==> src/rtl/limit_ctrl_out.sv <==
module limit_ctrl_out #(
  parameter int N_DO       = 8,
  parameter int N_AO       = 4,
  parameter int SRC_W      = 4,
  parameter int AO_W       = 16,
  parameter int STATUS_SRC = 15,
  localparam int NOUT      = N_DO + N_AO
) (
  input  logic                  clk,
  input  logic                  rst_n,
  input  logic                  enable,
  input  logic                  smp_valid,
  input  logic [SRC_W-1:0]      smp_src,
  input  logic [1:0]            smp_kind,
  input  logic [31:0]           smp_data,
  input  logic [NOUT*SRC_W-1:0] cfg_src,
  input  logic [NOUT*32-1:0]    cfg_limit,
  input  logic [NOUT*32-1:0]    cfg_hyst,
  input  logic [N_DO-1:0]       do_above,
  input  logic [N_DO-1:0]       do_below,
  input  logic [N_AO*AO_W-1:0]  ao_above,
  input  logic [N_AO*AO_W-1:0]  ao_below,
  output logic [N_DO-1:0]       do_out,
  output logic [N_AO*AO_W-1:0]  ao_out,
  output logic [NOUT-1:0]       status_o,
  output logic                  st_valid,
  output logic [SRC_W-1:0]      st_src,
  output logic [31:0]           st_data
);

  logic              is_analog;
  logic signed [33:0] x;
  logic [NOUT-1:0]   state, state_nx;

  assign is_analog = (smp_kind == 2'd0);
  assign x = is_analog ? {{18{smp_data[15]}}, smp_data[15:0]} : {2'b00, smp_data};

  for (genvar k = 0; k < NOUT; k++) begin : g_cmp
    logic [31:0]        lim_raw, hys_raw;
    logic signed [33:0] lim, hi_th, lo_th;
    logic               hit;

    assign lim_raw = cfg_limit[k*32 +: 32];
    assign hys_raw = cfg_hyst[k*32 +: 32];
    assign lim     = is_analog ? {{2{lim_raw[31]}}, lim_raw} : {2'b00, lim_raw};
    assign hi_th   = lim + $signed({2'b00, hys_raw});
    assign lo_th   = lim - $signed({2'b00, hys_raw});
    assign hit     = smp_valid && (smp_src == cfg_src[k*SRC_W +: SRC_W]);

    always_comb begin
      state_nx[k] = state[k];
      if (!enable)
        state_nx[k] = 1'b0;
      else if (hit && (x > hi_th))
        state_nx[k] = 1'b1;
      else if (hit && (x < lo_th))
        state_nx[k] = 1'b0;
    end
  end

  always_ff @(posedge clk or negedge rst_n)
    if (!rst_n) state <= '0;
    else        state <= state_nx;

  assign do_out   = (state[N_DO-1:0] & do_above) | (~state[N_DO-1:0] & do_below);
  assign status_o = state;

  for (genvar j = 0; j < N_AO; j++) begin : g_ao
    assign ao_out[j*AO_W +: AO_W] = state[N_DO+j] ? ao_above[j*AO_W +: AO_W]
                                                  : ao_below[j*AO_W +: AO_W];
  end

  always_ff @(posedge clk or negedge rst_n)
    if (!rst_n) begin
      st_valid <= 1'b0;
      st_src   <= '0;
      st_data  <= '0;
    end else begin
      st_valid <= smp_valid;
      st_src   <= smp_src;
      st_data  <= (smp_src == SRC_W'(STATUS_SRC)) ? 32'(state) : smp_data;
    end

endmodule

==> config.mk <==
export PLATFORM = sky130hd
export DESIGN_NAME = limit_ctrl_out
export DESIGN_NICKNAME = d
export VERILOG_FILES = /design/src/rtl/limit_ctrl_out.sv
export SDC_FILE = /design/constraint.sdc
export NUM_CORES = 2
export LEC_CHECK = 0
export CORE_MARGIN = 4
export CORE_UTILIZATION = 30
export DETAILED_ROUTE_END_ITERATION = 7
export GPL_ROUTABILITY_DRIVEN = 0
export MAX_ROUTING_LAYER = met4
export PLACE_DENSITY = 0.59
export SLEW_MARGIN = 20
export SYNTH_ARGS = -nofsm -noshare
export SYNTH_HDL_FRONTEND = slang
export SYNTH_SLANG_ARGS = --single-unit
==> constraint.sdc <==
create_clock -name clk -period 1.5 [get_ports clk]
set_input_delay 0.3 -clock clk [delete_from_list [all_inputs] [get_ports clk]]
set_output_delay 0.3 -clock clk [all_outputs]
set_load 0.005 [all_outputs]
# Word-level counts from Yosys, hierarchy flattened
# Index checks and enable logic that the tools add are counted.
[word_totals]
ff_bits = 49
latchBits = 0
ram_bits = 0
rom_bits = 0
in_bits = 1002
output_inout_bits = 121
elab_cells = 183
memories = 0
[op_classes]
addsub = 24
multipliers = 0
n_div = 0
magnitude_cmp = 24
n_eq_ne = 25
n_shift = 0
n_mux = 54
n_bitwise = 4
reduce_logical = 37
[ops]
columns = ["operator", "count"]
rows = [
  ["two-way mux 34 bit", 13],
  ["adder 34 x 33 -> 34 bit", 12],
  ["greater-than comparator 34 bit", 12],
  ["less-than comparator 34 bit", 12],
  ["subtractor 34 x 33 -> 34 bit", 12],
  ["two-way mux 16 bit", 4],
  ["== test 4 bit", 12],
  ["logical AND 1 bit", 36],
  ["two-way mux 1 bit", 36],
  ["inequality test 3 x 1 -> 1 bit, second input constant", 12],
  ["two-way mux 32 bit", 1],
  ["bitwise AND 8 bit", 2],
  ["inverter 8 bit", 1],
  ["bitwise OR 8 bit", 1],
  ["== test 4 bit, second input constant", 1],
  ["logical NOT 2 bit", 1],
]

# Depth between registers and ports, before layout
[depth]
ltp_word = 8
mapped_depth = 25
ltp_nobuf = 25

# Least setup slack after synthesis
# No wires, ideal clock.
[synth_path]
path_kind = "input to register"
start = "input smp_kind[1]"
end = "register state[6], in the netlist status_o[6]"
setup_time_ns = 0.082
arrival_time_ns = 4.603
required_ns = 1.418
path_slack_ns = -3.186
path_stages = 16
path_buffers = 2
path_cell_list = "nor2_1 -> and2_1 -> clkbuf_1 -> clkbuf_1 -> a21o_1 -> ha_1 -> a21o_1 -> a21o_1 -> a21oi_1 -> nor2_1 -> a2111oi_0 -> o21ai_0 -> xor2_1 -> a41oi_1 -> mux2i_1 -> o22ai_1"
[synth_between]
elab_chain_len = 7
word_cells_on_any_way = 12
classes_between = "add/sub: 2; order compare: 2; eq/ne: 1; mux: 4; reduce/logical: 3"
[synth_rtl]
columns = ["item", "line_no", "text"]
rows = [
  ["from (decl)", "14", "input logic [1:0] smp_kind,"],
  ["logical NOT 2 bit (*)", "35", "assign is_analog = (smp_kind == 2'd0);"],
  ["two-way mux 34 bit", "45", "assign lim = is_analog ? {{2{lim_raw[31]}}, lim_raw} : {2'b00, lim_raw};"],
  ["adder 34 x 33 -> 34 bit", "46", "assign hi_th = lim + $signed({2'b00, hys_raw});"],
  ["greater-than comparator 34 bit", "54", "else if (hit && (x > hi_th))"],
  ["logical AND 1 bit", "54", ""],
  ["two-way mux 1 bit", "54", ""],
  ["two-way mux 1 bit", "52", "if (!enable)"],
  ["to (signal assigned)", "63", "else state <= state_nx;"],
  ["to (decl)", "33", "logic [NOUT-1:0] state, state_nx;"],
]
# Every way passes the cells marked *; elsewhere a longest branch is shown, timed or not.
# A chain may end at the register's enable or synchronous reset.

# Worst setup path after layout
[layout_path]
start = "input cfg_limit[74]"
end = "register state[2], in the netlist status_o[2]"
[layout_between]
elab_chain_len = 6
word_cells_on_any_way = 10
classes_between = "add/sub: 2; order compare: 2; eq/ne: 1; mux: 3; reduce/logical: 2"
[layout_rtl]
columns = ["item", "line_no", "text"]
rows = [
  ["from (decl)", "17", "input logic [NOUT*32-1:0] cfg_limit,"],
  ["two-way mux 34 bit (*)", "45", ""],
  ["adder 34 x 33 -> 34 bit", "46", ""],
  ["greater-than comparator 34 bit", "54", ""],
  ["logical AND 1 bit", "54", ""],
  ["two-way mux 1 bit", "54", ""],
  ["two-way mux 1 bit", "52", ""],
]
# Marked as above.

==> impl_metrics.toml <==
[run_status]
status = "complete, but fails checks"
failed_checks = "negative setup slack"

[worst_hold_path]
worstHoldPathType = "input port to flop"

[clocking]
clockBufferDepth = 2
cts.clk_slew.worst_paths_ns = 0.13
cts_tree = "yes"
cts-root-buf = "clkbuf_16"
clk_latency_ns = 0.39
cts_sinks = 49
cts_buffers = 5
h-tree-depth = 2

[yosys]
yosys_warnings = 0
synthTopCellsByArea = "ha_1 32%, xnor2_1 8.5%, a21oi_1 7.6%"
netlist_area_mm2 = 0.06059
ys_types = 101
synth_enable_flop_cells = 0
synthFlopType = "dfrtp_1"
ys_ff_latch = 49
yosysTopAreaCellShare = 0.3246
syn_nets = 10920
yosysMostFrequentCell = "ha_1"
synth_cells = 8318
synth_async_sr_flop_share = 1.000
yosys-top-cells-count = "1572 x ha_1, 919 x a21oi_1, 799 x inv_1"
avgSynthCellArea_um2 = 7.284
synth_top_area_cell = "ha_1"
seq_area_frac_synth = 0.02024

[power_and_ir_drop]
power.internal_mw = 27.08
vdd.ir_drop.worst_mv = 0.5843
p_leak_nw = 50.88
power.clock.fraction = 0.034
p_per_area_mw_per_mm2 = 509.9
power_frac_seq = 0.027
p_sw_mw = 25.70
swShare = 0.4869
comb_power_share = 0.939

[floorplan]
start_util = 0.3025
die_h_um = 457.4
rows = 164
die-area_mm2 = 0.2092
die_w_um = 457.4
num_io_pins = 1123
core_mm2 = 0.2003

[setup_path]
path_class = "input port to flop"
cp.required_ns = 1.80
worstPathMaxFanout = 3
crit_path_max_incr_delay_ns = 0.55
cpMaxStageDelayCell = "clkdlybuf4s50_1"
critPathArrivalTime_ns = 4.74
path_cells = "clkdlybuf4s50_1 -> ha_4 -> and3_1 -> and4_1 -> a32oi_1 -> o211ai_1 -> buf_4 -> o31ai_4 -> a31oi_2 -> a31o_2 -> buf_4 -> o21a_1 -> nor2_2 -> xnor2_1 -> ha_1 -> a21o_1 -> a21o_1 -> a21oi_1 -> nor2_1 -> a211oi_2 -> o31ai_2 -> xnor2_1 -> o21ai_1 -> a21oi_1"
cp-start-kind = "input port"
end_kind = "flop"

[global_route]
grt_overflow = 0
track_usage = 0.2986
grt_pass1_vias = 79370
antenna_found_initial = 90
grt_max_degree = 50
grt_pass1_wl_um = 471500

[routing]
ant_nets = 0
wirelength_um = 325200
drc = 0
wl_per_cell_um = 22.05
detail_route.first_pass.iterations = 8
vias = 78020
drt_iter0_markers = 5443
vias_per_cell = 5.291

[run]
cap_violations = 0

[timing]
grt_setup_unrepaired = "true"
finalHoldViolCount = 0
tightestPinTransition_ns = 1.075
setup_violations = 92
setup_ws_ns = -2.946
fin_skew_ns = 0.02534
max_freq_ghz = 0.2249
slew_viol_final = 0
maxSlewHeadroom = 0.2645
fin_crit_sh = 2.964
fin_tns_setup_ns = -60.46
fin_crit_ns = 4.446

[placement]
place_ws_ns = -4.113
place_inst = 14360
io_buffers = 1122
hpwl_um = 270600

[finish]
syn_to_final_growth_pct = 70.82
instances_no_fill = 14750
drive_above_1_share = 0.3515
utilization = 0.5168
fillers = 18690
finalNetCount = 14620
[power groups by stage]
| stage | sequential, mW | clock, mW | combinational, mW |
|---|---|---|---|
| floorplan | 1.45 | 0 | 23.7 |
| global route | 1.44 | 1.90 | 53.9 |
| global placement | 1.46 | 0 | 43.3 |
| CTS | 1.43 | 1.93 | 47.2 |
| detailed placement | 1.46 | 0 | 44.5 |
| finish | 1.43 | 1.77 | 49.6 |
[logic make-up (layout without fill, tap and decap cells)]
logic type      Yosys count  count (layout)  share of synthesized area
compound gates         2652            2652                     0.2834
xor+xnor                734             734                     0.1061
mux                      92              92                    0.01691
simple gates           2089            2089                     0.1711
fa+ha+maj              1596            1596                     0.3325
buf+inv                1106            4807                    0.06971
flops                    49              49                    0.02024
other cells               0              71                          0
[registers in the layout, summed over array words and instances, names as in the netlist]
register,cells
st_src,4
st_data,32
status_o,12
st_valid,1
[stage by stage]
stage                     hold WS [ns]  instance area [µm²]  power [mW]
after floorplan               0.004409                61280       25.11
after global routing            0.2913               103500       57.25
after global placement          0.3745                94730       44.74
after CTS                       0.2773               100500       50.54
after detailed placement        0.3686                94730       45.93
final                           0.3309               103500       52.78
[cell usage in the layout, fill, tap and decap left out, drive strengths merged, types with 239 or more instances in the layout]
cell | synthesis | routed
nor2 | 776 | 776
inv | 801 | 801
clkdlybuf4s50 | 0 | 607
buf | 62 | 3032
a21oi | 921 | 921
a21o | 410 | 410
xnor2 | 585 | 585
ha | 1572 | 1572
nand2 | 239 | 239
o21ai | 431 | 431
[worst max-delay path: cells and delay by family]
kind,cells,cell delay [ns]
adders and majority gates,2,0.49
buffers and inverters,3,0.86
AOI/OAI and AO/OA,13,2.15
and+or+nand+nor,4,0.56
xor gates and xnor gates,2,0.37
[path summary, 6_finish.rpt]
kind                                          from                       to  slack (ns)  cells past startpoint
max                                  cfg_limit[74]  status_o[2]$_DFFE_PN0P_       -2.95                     24
min                                     smp_src[3]      st_src[3]$_DFF_PN0_        0.33                      2
max reg2reg                status_o[8]$_DFFE_PN0P_  status_o[8]$_DFFE_PN0P_       -0.10                      8
min reg2reg                status_o[2]$_DFFE_PN0P_     st_data[2]$_DFF_PN0_        0.71                      2
max in group asynchronous                    rst_n  status_o[9]$_DFFE_PN0P_        0.54                      3
min in group asynchronous                    rst_n    st_data[12]$_DFF_PN0_        0.47                      3
[repair_timing]
| item | 4_1_cts | 5_1_grt |
|---|---|---|
| gates cloned | 7 | 1 |
| buffers inserted | 213 | 120 |
| gates resized for setup | 1869 | 682 |
| endpoints found under the hold margin | 49 | 0 |
| pin swaps | 546 | 496 |
| hold buffers | 1 | 0 |
| setup endpoints to repair | 135 | 94 |
[routing by layer]
layer,global-route usage,wire (µm),vias to the layer above
met5,-,0,-
met4,0.1712,22100,0
met3,0.04355,22410,797
met2,0.4870,149300,2957
met1,0.3503,131400,36820
li1,-,-,37450
[area by class of cell]
class / instances / area, µm² / share of cell area
inverters: 807 / 3124 / 0.03019
well taps: 2656 / 3323 / 0.03211
clock inverters: 3 / 33.78 / 0.0003264
flip-flops and latches: 49 / 1240 / 0.01198
diodes: 71 / 177.7 / 0.001717
clock buffers: 5 / 125.1 / 0.001209
repair buffers: 3992 / 33800 / 0.3265
multi-input cells: 7163 / 61680 / 0.5959
No activity file was read; power rests on OpenSTA's default activity.
